**src/rtl/usbtx_pkg.sv**
```systemverilog
package usbtx_pkg;

    localparam int unsigned LS_RATIO  = 8;
    localparam int unsigned STUFF_RUN = 6;
    localparam logic [7:0]  SYNC_PAT  = 8'h80;
    localparam logic [7:0]  PRE_TOKEN = 8'h3C;

    typedef enum logic [1:0] {
        OP_NONE   = 2'd0,
        OP_FULL   = 2'd1,
        OP_LOW    = 2'd2,
        OP_BRESET = 2'd3
    } op_e;

    // encoding is {dp, dm}, full-speed polarity
    typedef enum logic [1:0] {
        LN_SE0 = 2'b00,
        LN_K   = 2'b01,
        LN_J   = 2'b10
    } line_e;

    typedef enum logic [1:0] {
        SLOT_DATA,
        SLOT_SE0,
        SLOT_J,
        SLOT_OFF
    } slot_e;

    typedef enum logic [2:0] {
        SQ_IDLE,
        SQ_SHIFT,
        SQ_GAP,
        SQ_EOP,
        SQ_BRST
    } seq_e;

    typedef struct packed {
        slot_e kind;
        logic  bit_val;
    } slot_t;

    function automatic line_e flip(input line_e l);
        return (l == LN_J) ? LN_K : LN_J;
    endfunction

endpackage

```
**src/rtl/usbtx_bitclk.sv**
```systemverilog
module usbtx_bitclk
    import usbtx_pkg::*;
#(
    parameter int unsigned FS_DIV = 4
) (
    input  logic clk,
    input  logic rst,
    input  logic restart,
    input  logic slow,
    output logic tick
);
    localparam int unsigned LS_DIV = FS_DIV * LS_RATIO;
    localparam int unsigned CW     = $clog2(LS_DIV);
    localparam logic [CW-1:0] FS_LAST = CW'(FS_DIV - 1);
    localparam logic [CW-1:0] LS_LAST = CW'(LS_DIV - 1);

    logic [CW-1:0] cnt;

    assign tick = (cnt == '0);

    always_ff @(posedge clk) begin
        if (rst || restart) begin
            cnt <= '0;
        end else if (tick) begin
            cnt <= slow ? LS_LAST : FS_LAST;
        end else begin
            cnt <= cnt - 1'b1;
        end
    end

    AST_TICK_SPACED: assert property (@(posedge clk) disable iff (rst)
        (tick && !restart) |=> !tick);

endmodule

```
**src/rtl/usbtx_nrzi.sv**
```systemverilog
module usbtx_nrzi
    import usbtx_pkg::*;
(
    input  logic  clk,
    input  logic  rst,
    input  logic  tick,
    input  slot_t slot,
    output line_e line,
    output logic  oe,
    output logic  stuff_due
);
    line_e      lvl;
    logic [2:0] ones;

    assign stuff_due = (ones == 3'(STUFF_RUN));

    always_ff @(posedge clk) begin
        if (rst) begin
            lvl  <= LN_J;
            line <= LN_J;
            oe   <= 1'b0;
            ones <= '0;
        end else if (tick) begin
            case (slot.kind)
                SLOT_DATA: begin
                    oe <= 1'b1;
                    if (stuff_due || !slot.bit_val) begin
                        lvl  <= flip(lvl);
                        line <= flip(lvl);
                        ones <= '0;
                    end else begin
                        line <= lvl;
                        ones <= ones + 3'd1;
                    end
                end
                SLOT_SE0: begin
                    oe   <= 1'b1;
                    line <= LN_SE0;
                    lvl  <= LN_J;
                    ones <= '0;
                end
                SLOT_J: begin
                    oe   <= 1'b1;
                    line <= LN_J;
                    lvl  <= LN_J;
                    ones <= '0;
                end
                default: begin
                    oe   <= 1'b0;
                    line <= LN_J;
                    lvl  <= LN_J;
                    ones <= '0;
                end
            endcase
        end
    end

    AST_STUFF_TOGGLES: assert property (@(posedge clk) disable iff (rst)
        (tick && slot.kind == SLOT_DATA && stuff_due) |=> (line != $past(line)));

    AST_RELEASED_AT_J: assert property (@(posedge clk) disable iff (rst)
        !oe |-> (line == LN_J));

endmodule

```
**src/rtl/usbtx_rxrate.sv**
```systemverilog
module usbtx_rxrate #(
    parameter int unsigned RESP_TO = 200
) (
    input  logic clk,
    input  logic rst,
    input  logic arm,
    input  logic reply,
    output logic rx_low
);
    localparam int unsigned TW = $clog2(RESP_TO + 1);
    localparam logic [TW-1:0] TO_LAST = TW'(RESP_TO - 1);

    logic [TW-1:0] wait_cnt;

    always_ff @(posedge clk) begin
        if (rst) begin
            rx_low   <= 1'b0;
            wait_cnt <= '0;
        end else if (arm) begin
            rx_low   <= 1'b1;
            wait_cnt <= '0;
        end else if (rx_low) begin
            if (reply || wait_cnt == TO_LAST) begin
                rx_low <= 1'b0;
            end else begin
                wait_cnt <= wait_cnt + 1'b1;
            end
        end
    end

    AST_RX_ONLY_ARMED: assert property (@(posedge clk) disable iff (rst)
        $rose(rx_low) |-> $past(arm));

    AST_RX_REPLY_CLEARS: assert property (@(posedge clk) disable iff (rst)
        (rx_low && reply && !arm) |=> !rx_low);

endmodule

```
**src/rtl/usb_host_tx_seq.sv**
```systemverilog
module usb_host_tx_seq
    import usbtx_pkg::*;
#(
    parameter int unsigned FS_DIV     = 4,
    parameter int unsigned GAP_BITS   = 4,
    parameter int unsigned RESET_BITS = 24,
    parameter int unsigned RESP_TO    = 200,
    parameter int unsigned LEN_W      = 4
) (
    input  logic             clk,
    input  logic             rst,
    input  logic             cmd_valid,
    input  logic [1:0]       cmd_op,
    input  logic [LEN_W-1:0] cmd_len,
    input  logic [7:0]       tx_byte,
    output logic             byte_ack,
    input  logic             rx_reply,
    output logic             usb_dp,
    output logic             usb_dm,
    output logic             usb_oe,
    output logic             busy,
    output logic             done,
    output logic             rx_low
);
    localparam int unsigned CNT_MAX = (RESET_BITS > GAP_BITS) ? RESET_BITS : GAP_BITS;
    localparam int unsigned CNT_W   = $clog2(CNT_MAX + 4);
    localparam logic [CNT_W-1:0] GAP_LAST = CNT_W'(GAP_BITS - 1);
    localparam logic [CNT_W-1:0] RST_SPAN = CNT_W'(RESET_BITS);

    seq_e             state, state_n;
    logic [7:0]       shreg, shreg_n;
    logic [2:0]       bit_i, bit_n;
    logic [LEN_W-1:0] left, left_n, save_len, save_n;
    logic [CNT_W-1:0] cnt, cnt_n;
    logic             pre_q, pre_n, low_q, low_n;
    logic             done_q, ack_q, ack_n;
    logic             restart, finish, tick, stuff_due;
    slot_t            slot;
    line_e            line;

    usbtx_bitclk #(.FS_DIV(FS_DIV)) u_bitclk (
        .clk(clk), .rst(rst), .restart(restart), .slow(low_q), .tick(tick)
    );

    usbtx_nrzi u_nrzi (
        .clk(clk), .rst(rst), .tick(tick), .slot(slot),
        .line(line), .oe(usb_oe), .stuff_due(stuff_due)
    );

    usbtx_rxrate #(.RESP_TO(RESP_TO)) u_rxrate (
        .clk(clk), .rst(rst), .arm(finish && low_q), .reply(rx_reply), .rx_low(rx_low)
    );

    always_comb begin
        state_n = state;
        shreg_n = shreg;
        bit_n   = bit_i;
        left_n  = left;
        save_n  = save_len;
        pre_n   = pre_q;
        low_n   = low_q;
        cnt_n   = cnt;
        restart = 1'b0;
        finish  = 1'b0;
        ack_n   = 1'b0;
        slot    = '{kind: SLOT_OFF, bit_val: 1'b0};
        case (state)
            SQ_IDLE: begin
                if (cmd_valid) begin
                    case (op_e'(cmd_op))
                        OP_FULL: begin
                            state_n = SQ_SHIFT;
                            shreg_n = SYNC_PAT;
                            bit_n   = '0;
                            left_n  = cmd_len;
                            pre_n   = 1'b0;
                            restart = 1'b1;
                        end
                        OP_LOW: begin
                            state_n = SQ_SHIFT;
                            shreg_n = SYNC_PAT;
                            bit_n   = '0;
                            left_n  = LEN_W'(1);
                            save_n  = cmd_len;
                            pre_n   = 1'b1;
                            restart = 1'b1;
                        end
                        OP_BRESET: begin
                            state_n = SQ_BRST;
                            cnt_n   = '0;
                            restart = 1'b1;
                        end
                        default: ;
                    endcase
                end
            end
            SQ_SHIFT: begin
                slot = '{kind: SLOT_DATA, bit_val: shreg[0]};
                if (tick && !stuff_due) begin
                    shreg_n = {1'b0, shreg[7:1]};
                    bit_n   = bit_i + 3'd1;
                    if (bit_i == 3'd7) begin
                        if (left != '0) begin
                            left_n = left - 1'b1;
                            if (pre_q) begin
                                shreg_n = PRE_TOKEN;
                            end else begin
                                shreg_n = tx_byte;
                                ack_n   = 1'b1;
                            end
                        end else begin
                            state_n = pre_q ? SQ_GAP : SQ_EOP;
                            cnt_n   = '0;
                        end
                    end
                end
            end
            SQ_GAP: begin
                // J at full speed; the switch to the slow rate lands on the next bit boundary
                slot = '{kind: SLOT_J, bit_val: 1'b1};
                if (tick) begin
                    if (cnt == GAP_LAST) begin
                        state_n = SQ_SHIFT;
                        shreg_n = SYNC_PAT;
                        bit_n   = '0;
                        left_n  = save_len;
                        pre_n   = 1'b0;
                        low_n   = 1'b1;
                    end else begin
                        cnt_n = cnt + 1'b1;
                    end
                end
            end
            SQ_EOP: begin
                if (stuff_due) begin
                    slot = '{kind: SLOT_DATA, bit_val: 1'b1};
                end else if (cnt < CNT_W'(2)) begin
                    slot = '{kind: SLOT_SE0, bit_val: 1'b0};
                    if (tick) cnt_n = cnt + 1'b1;
                end else if (cnt == CNT_W'(2)) begin
                    slot = '{kind: SLOT_J, bit_val: 1'b1};
                    if (tick) cnt_n = cnt + 1'b1;
                end else if (tick) begin
                    finish  = 1'b1;
                    state_n = SQ_IDLE;
                    low_n   = 1'b0;
                end
            end
            SQ_BRST: begin
                if (cnt < RST_SPAN) begin
                    slot = '{kind: SLOT_SE0, bit_val: 1'b0};
                    if (tick) cnt_n = cnt + 1'b1;
                end else if (tick) begin
                    finish  = 1'b1;
                    state_n = SQ_IDLE;
                end
            end
            default: state_n = SQ_IDLE;
        endcase
    end

    always_ff @(posedge clk) begin
        if (rst) begin
            state    <= SQ_IDLE;
            shreg    <= '0;
            bit_i    <= '0;
            left     <= '0;
            save_len <= '0;
            pre_q    <= 1'b0;
            low_q    <= 1'b0;
            cnt      <= '0;
            done_q   <= 1'b0;
            ack_q    <= 1'b0;
        end else begin
            state    <= state_n;
            shreg    <= shreg_n;
            bit_i    <= bit_n;
            left     <= left_n;
            save_len <= save_n;
            pre_q    <= pre_n;
            low_q    <= low_n;
            cnt      <= cnt_n;
            done_q   <= finish;
            ack_q    <= ack_n;
        end
    end

    assign usb_dp   = line[1];
    assign usb_dm   = line[0];
    assign busy     = (state != SQ_IDLE);
    assign done     = done_q;
    assign byte_ack = ack_q;

    AST_PRE_NO_SE0: assert property (@(posedge clk) disable iff (rst)
        pre_q |-> (line != LN_SE0));

    AST_SLOW_AFTER_GAP: assert property (@(posedge clk) disable iff (rst)
        $rose(low_q) |-> ($past(state) == SQ_GAP));

    AST_IDLE_FULL_RATE: assert property (@(posedge clk) disable iff (rst)
        (state == SQ_IDLE) |-> !low_q);

    AST_DONE_SINGLE: assert property (@(posedge clk) disable iff (rst)
        done_q |=> !done_q);

endmodule

```
**config.mk**
```make
export PLATFORM = sky130hd
export DESIGN_NAME = usb_host_tx_seq
export DESIGN_NICKNAME = d
export VERILOG_FILES = /design/src/rtl/usbtx_pkg.sv /design/src/rtl/usbtx_bitclk.sv /design/src/rtl/usbtx_nrzi.sv /design/src/rtl/usbtx_rxrate.sv /design/src/rtl/usb_host_tx_seq.sv
export SDC_FILE = /design/constraint.sdc
export NUM_CORES = 1
export LEC_CHECK = 0
export ABC_AREA = 1
export CAP_MARGIN = 40
export CORE_MARGIN = 1.5
export CORE_UTILIZATION = 45
export DETAILED_ROUTE_END_ITERATION = 16
export PLACE_DENSITY_LB_ADDON = 0.15
export SETUP_SLACK_MARGIN = 0.2
export SLEW_MARGIN = 20
export SYNTH_ARGS = -nofsm -noshare
export SYNTH_HDL_FRONTEND = slang
export SYNTH_SLANG_ARGS = --single-unit
export TNS_END_PERCENT = 10
```
**constraint.sdc**
```tcl
create_clock -name clk -period 5.2 [get_ports clk]
set_input_delay 1.56 -clock clk [delete_from_list [all_inputs] [get_ports clk]]
set_output_delay 1.56 -clock clk [all_outputs]
set_load 0.05 [all_outputs]
```
==> flow_summary_export.csv <==
group,metric,value,unit
logic_synthesis,synth_seq_cells,52,
layout,areaGrowthSynthToFinish,12.6,%
worst_setup_path,path_max_fanout,24,
detailed_routing,drt-met1-wl,3350,µm
clock_tree,cts_buffers,5,
layout,fin_nets,500,
clock_tree,ctsHtreeMaxLevel,2,
clock_tree,cts_root_buf,"clkbuf_8",
layout,drive_gt1_share,9.36,%
power,p_seq_share,32.9,%
power,switching_share,47.9,%
detailed_routing,drt_iter0_drc,130,
worst_setup_path,critPathKind,"in -> reg",
logic_synthesis,seq_area_frac_synth,34.3,%
power,p_leak,1.46,nW
worst_setup_path,arrival,3.68,ns
floorplanning,dieArea,0.00725,mm²
detailed_routing,avgViaCountPerCell,5.25,
global_route,grt_overflow_total,0,
detailed_routing,top_layer_used,"met4",
layout,fin_area,0.00342,mm²
logic_synthesis,synth_fp_nets,479,
global_route,grt_max_degree,25,
clock_tree,cts_resized,0,
detailed_routing,ant_nets,0,
power,p_comb_share,51.9,%
power,power_frac_clock,15.2,%
clock_tree,numClockSinks,52,
floorplanning,die-width,85.1,µm
clock_tree,clkLatencyLatePin,0.32,ns
worst_setup_path,cpPeakStageDelay,0.75,ns
worst_setup_path,slowest_stage,"clkdlybuf4s50_1",
placed_design,post-dp-hpwl,4900,µm
timing,relSlewSlack,50.0,%
floorplanning,start_util,47.3,%
outcome,status,"finished with violations",
layout,most-common-layout-cells,"nand2_1, nor2_1, dfxtp_1",
logic_synthesis,postSynthCellCount,448,
floorplanning,core_area,0.00642,mm²
power,p_total,1.63,mW
logic_synthesis,synth_cell_type_count,34,
timing,tightest_slew,0.750,ns
placed_design,dpl-instance-area,0.00332,mm²
worst_setup_path,cp-start-kind,"input pin",
clock_tree,cts_setup_buffers,0,
min_path,hold_path_class,"reg -> reg",
power,power.switching,0.780,mW
flow_run,cap_violations,0,
detailed_routing,drt_pass1_iterations,10,
placed_design,pre_cts_slack,1.44,ns
global_route,grt_antenna_before_repair,0,
logic_synthesis,yosysWarningCount,0,
placed_design,numPortBuffers,24,
clock_tree,clockBufferDepth,2,
timing,final.setup.tns,0,ns
timing,rsz0062_at_grt,"no",
logic_synthesis,synth_edf_count,0,
worst_setup_path,cp-end-kind,"register",
placed_design,globalplace.congestion,0.861,
detailed_routing,drc,2,
layout,antenna_cells,0,
timing,fin_hold_ws,0.447,ns
logic_synthesis,synth-async-reset-ratio,0,%
floorplanning,die_h,85.1,µm
detailed_routing,met3WireLength,185,µm
detailed_routing,vias,2873,
detailed_routing,wirelength,6620,µm
clock_tree,clk_pin_slew_worst_paths,0.11,ns
logic_synthesis,synth_area_per_cell,6.78,µm²
outcome,violations,"design-rule violations",
layout,seq_area,0.00104,mm²
global_route,grt_usage,19.3,%
detailed_routing,wl_met2,3020,µm
layout,fillCellCount,632,
logic_synthesis,synthesis.area,0.00304,mm²
timing,setup_ws,1.76,ns
layout,multi_input_area,0.00173,mm²
timing,final-hold-violation-count,0,
clock_tree,cts_hold_buf,0,
logic_synthesis,synth_ff_type,"dfxtp_1",
global_route,grt_pass1_vias,2606,
timing,finalCritPeriodShare,66.1,%
power,power.internal,0.848,mW
timing,finalCriticalPeriod,3.44,ns
layout,mostFrequentLayoutCell,"nand2_1",
global_route,grt_pass1_wl,11500,µm
floorplanning,fp-row-count,29,
timing,final.setup_skew,0.0109,ns
timing,final_max_slew_viol_count,0,
timing,setup-violations-final,0,
clock_tree,cts_tree,"built",
timing,clock.fmax,0.291,GHz
power,irDropWorstVdd,0.204,mV
worst_setup_path,crit_chain,"clkdlybuf4s50_1 > inv_1 > o21ai_0 > a21oi_1",
power,p_per_area,476,mW/mm²
worst_setup_path,required,5.44,ns
detailed_routing,wire_per_inst,12.1,µm
floorplanning,design.portCount,25,
[metrics by stage]
step	util [%]	instances
after floorplan	-	448
after global placement	51.7	539
after detailed placement	51.7	539
after CTS	53.2	547
after global routing	53.2	547
final	53.2	547
[cells by family after synthesis]
kind of cell    after synthesis  share of synthesized area (%)
compound gates               82                           14.5
xor+xnor                      7                           2.02
buf+inv                      67                           8.70
fa+ha+maj                    13                           5.36
simple gates                227                           35.2
flops                        52                           34.3
[path summary, 6_finish.rpt]
check             startpoint  slack (ns)  cells past startpoint               to
min          u_bitclk.cnt[0]        0.45                      1  u_bitclk.cnt[0]
min reg2reg  u_bitclk.cnt[0]        0.45                      1  u_bitclk.cnt[0]
max                      rst        1.76                      4  u_bitclk.cnt[4]
max reg2reg  u_bitclk.cnt[0]        2.86                      9         shreg[5]
[final cells by class]
cell class / instances / area share [%]
multi-input combinational: 329 / 50.6
sequential: 52 / 30.5
timing repair buffer: 24 / 7.03
inverter: 57 / 6.26
tap: 77 / 2.82
clock buffer: 5 / 2.01
clock inverter: 3 / 0.805
[cells in the mapped netlist (all sizes together), types with 2 or more instances]
cell type	n	share of area, %
nand2	94	12
nor2	66	9.4
inv	57	7.0
dfxtp	52	34
nand3	46	8.6
a21oi	44	7.5
o21ai	26	4.4
ha	13	5.4
nand4	11	2.3
o22ai	7	1.4
buf	6	1.2
clkbuf	4	0.49
or2	4	0.82
xor2	4	1.2
a31oi	3	0.62
nand3b	3	0.74
xnor2	3	0.87
nor3	2	0.70
[routing by layer]
metal | vias up | global-route usage [%]
met5 | - | 0
li1 | 1511 | -
met2 | 38 | 32.1
met3 | 6 | 3.40
met4 | 0 | 5.07
met1 | 1318 | 26.0
[critical path, delay by kind of cell]
family / cells / cell delay (ns)
buffers and inverters: 2 / 1.49
AO/OA/AOI/OAI: 2 / 0.62
[power by group through the flow]
stage | clock [mW] | sequential [mW] | combinational (mW)
after floorplan | 0 | 0.551 | 0.664
final | 0.248 | 0.536 | 0.845
after global routing | 0.269 | 0.546 | 0.960
after CTS | 0.253 | 0.535 | 0.845
after detailed placement | 0 | 0.545 | 0.841
after global placement | 0 | 0.543 | 0.833
[state kept, by name, indices dropped and copies added (netlist names)]
register           cells
u_rxrate.rx_low        1
u_nrzi.line            1
state                  3
save_len               4
u_nrzi.oe              1
pre_q                  1
bit_i                  3
low_q                  1
shreg                  8
u_nrzi.ones            3
u_nrzi.lvl             2
cnt                    5
u_rxrate.wait_cnt      8
left                   4
byte_ack               1
u_bitclk.cnt           5
done                   1
Power figures use the tool's default switching activity.
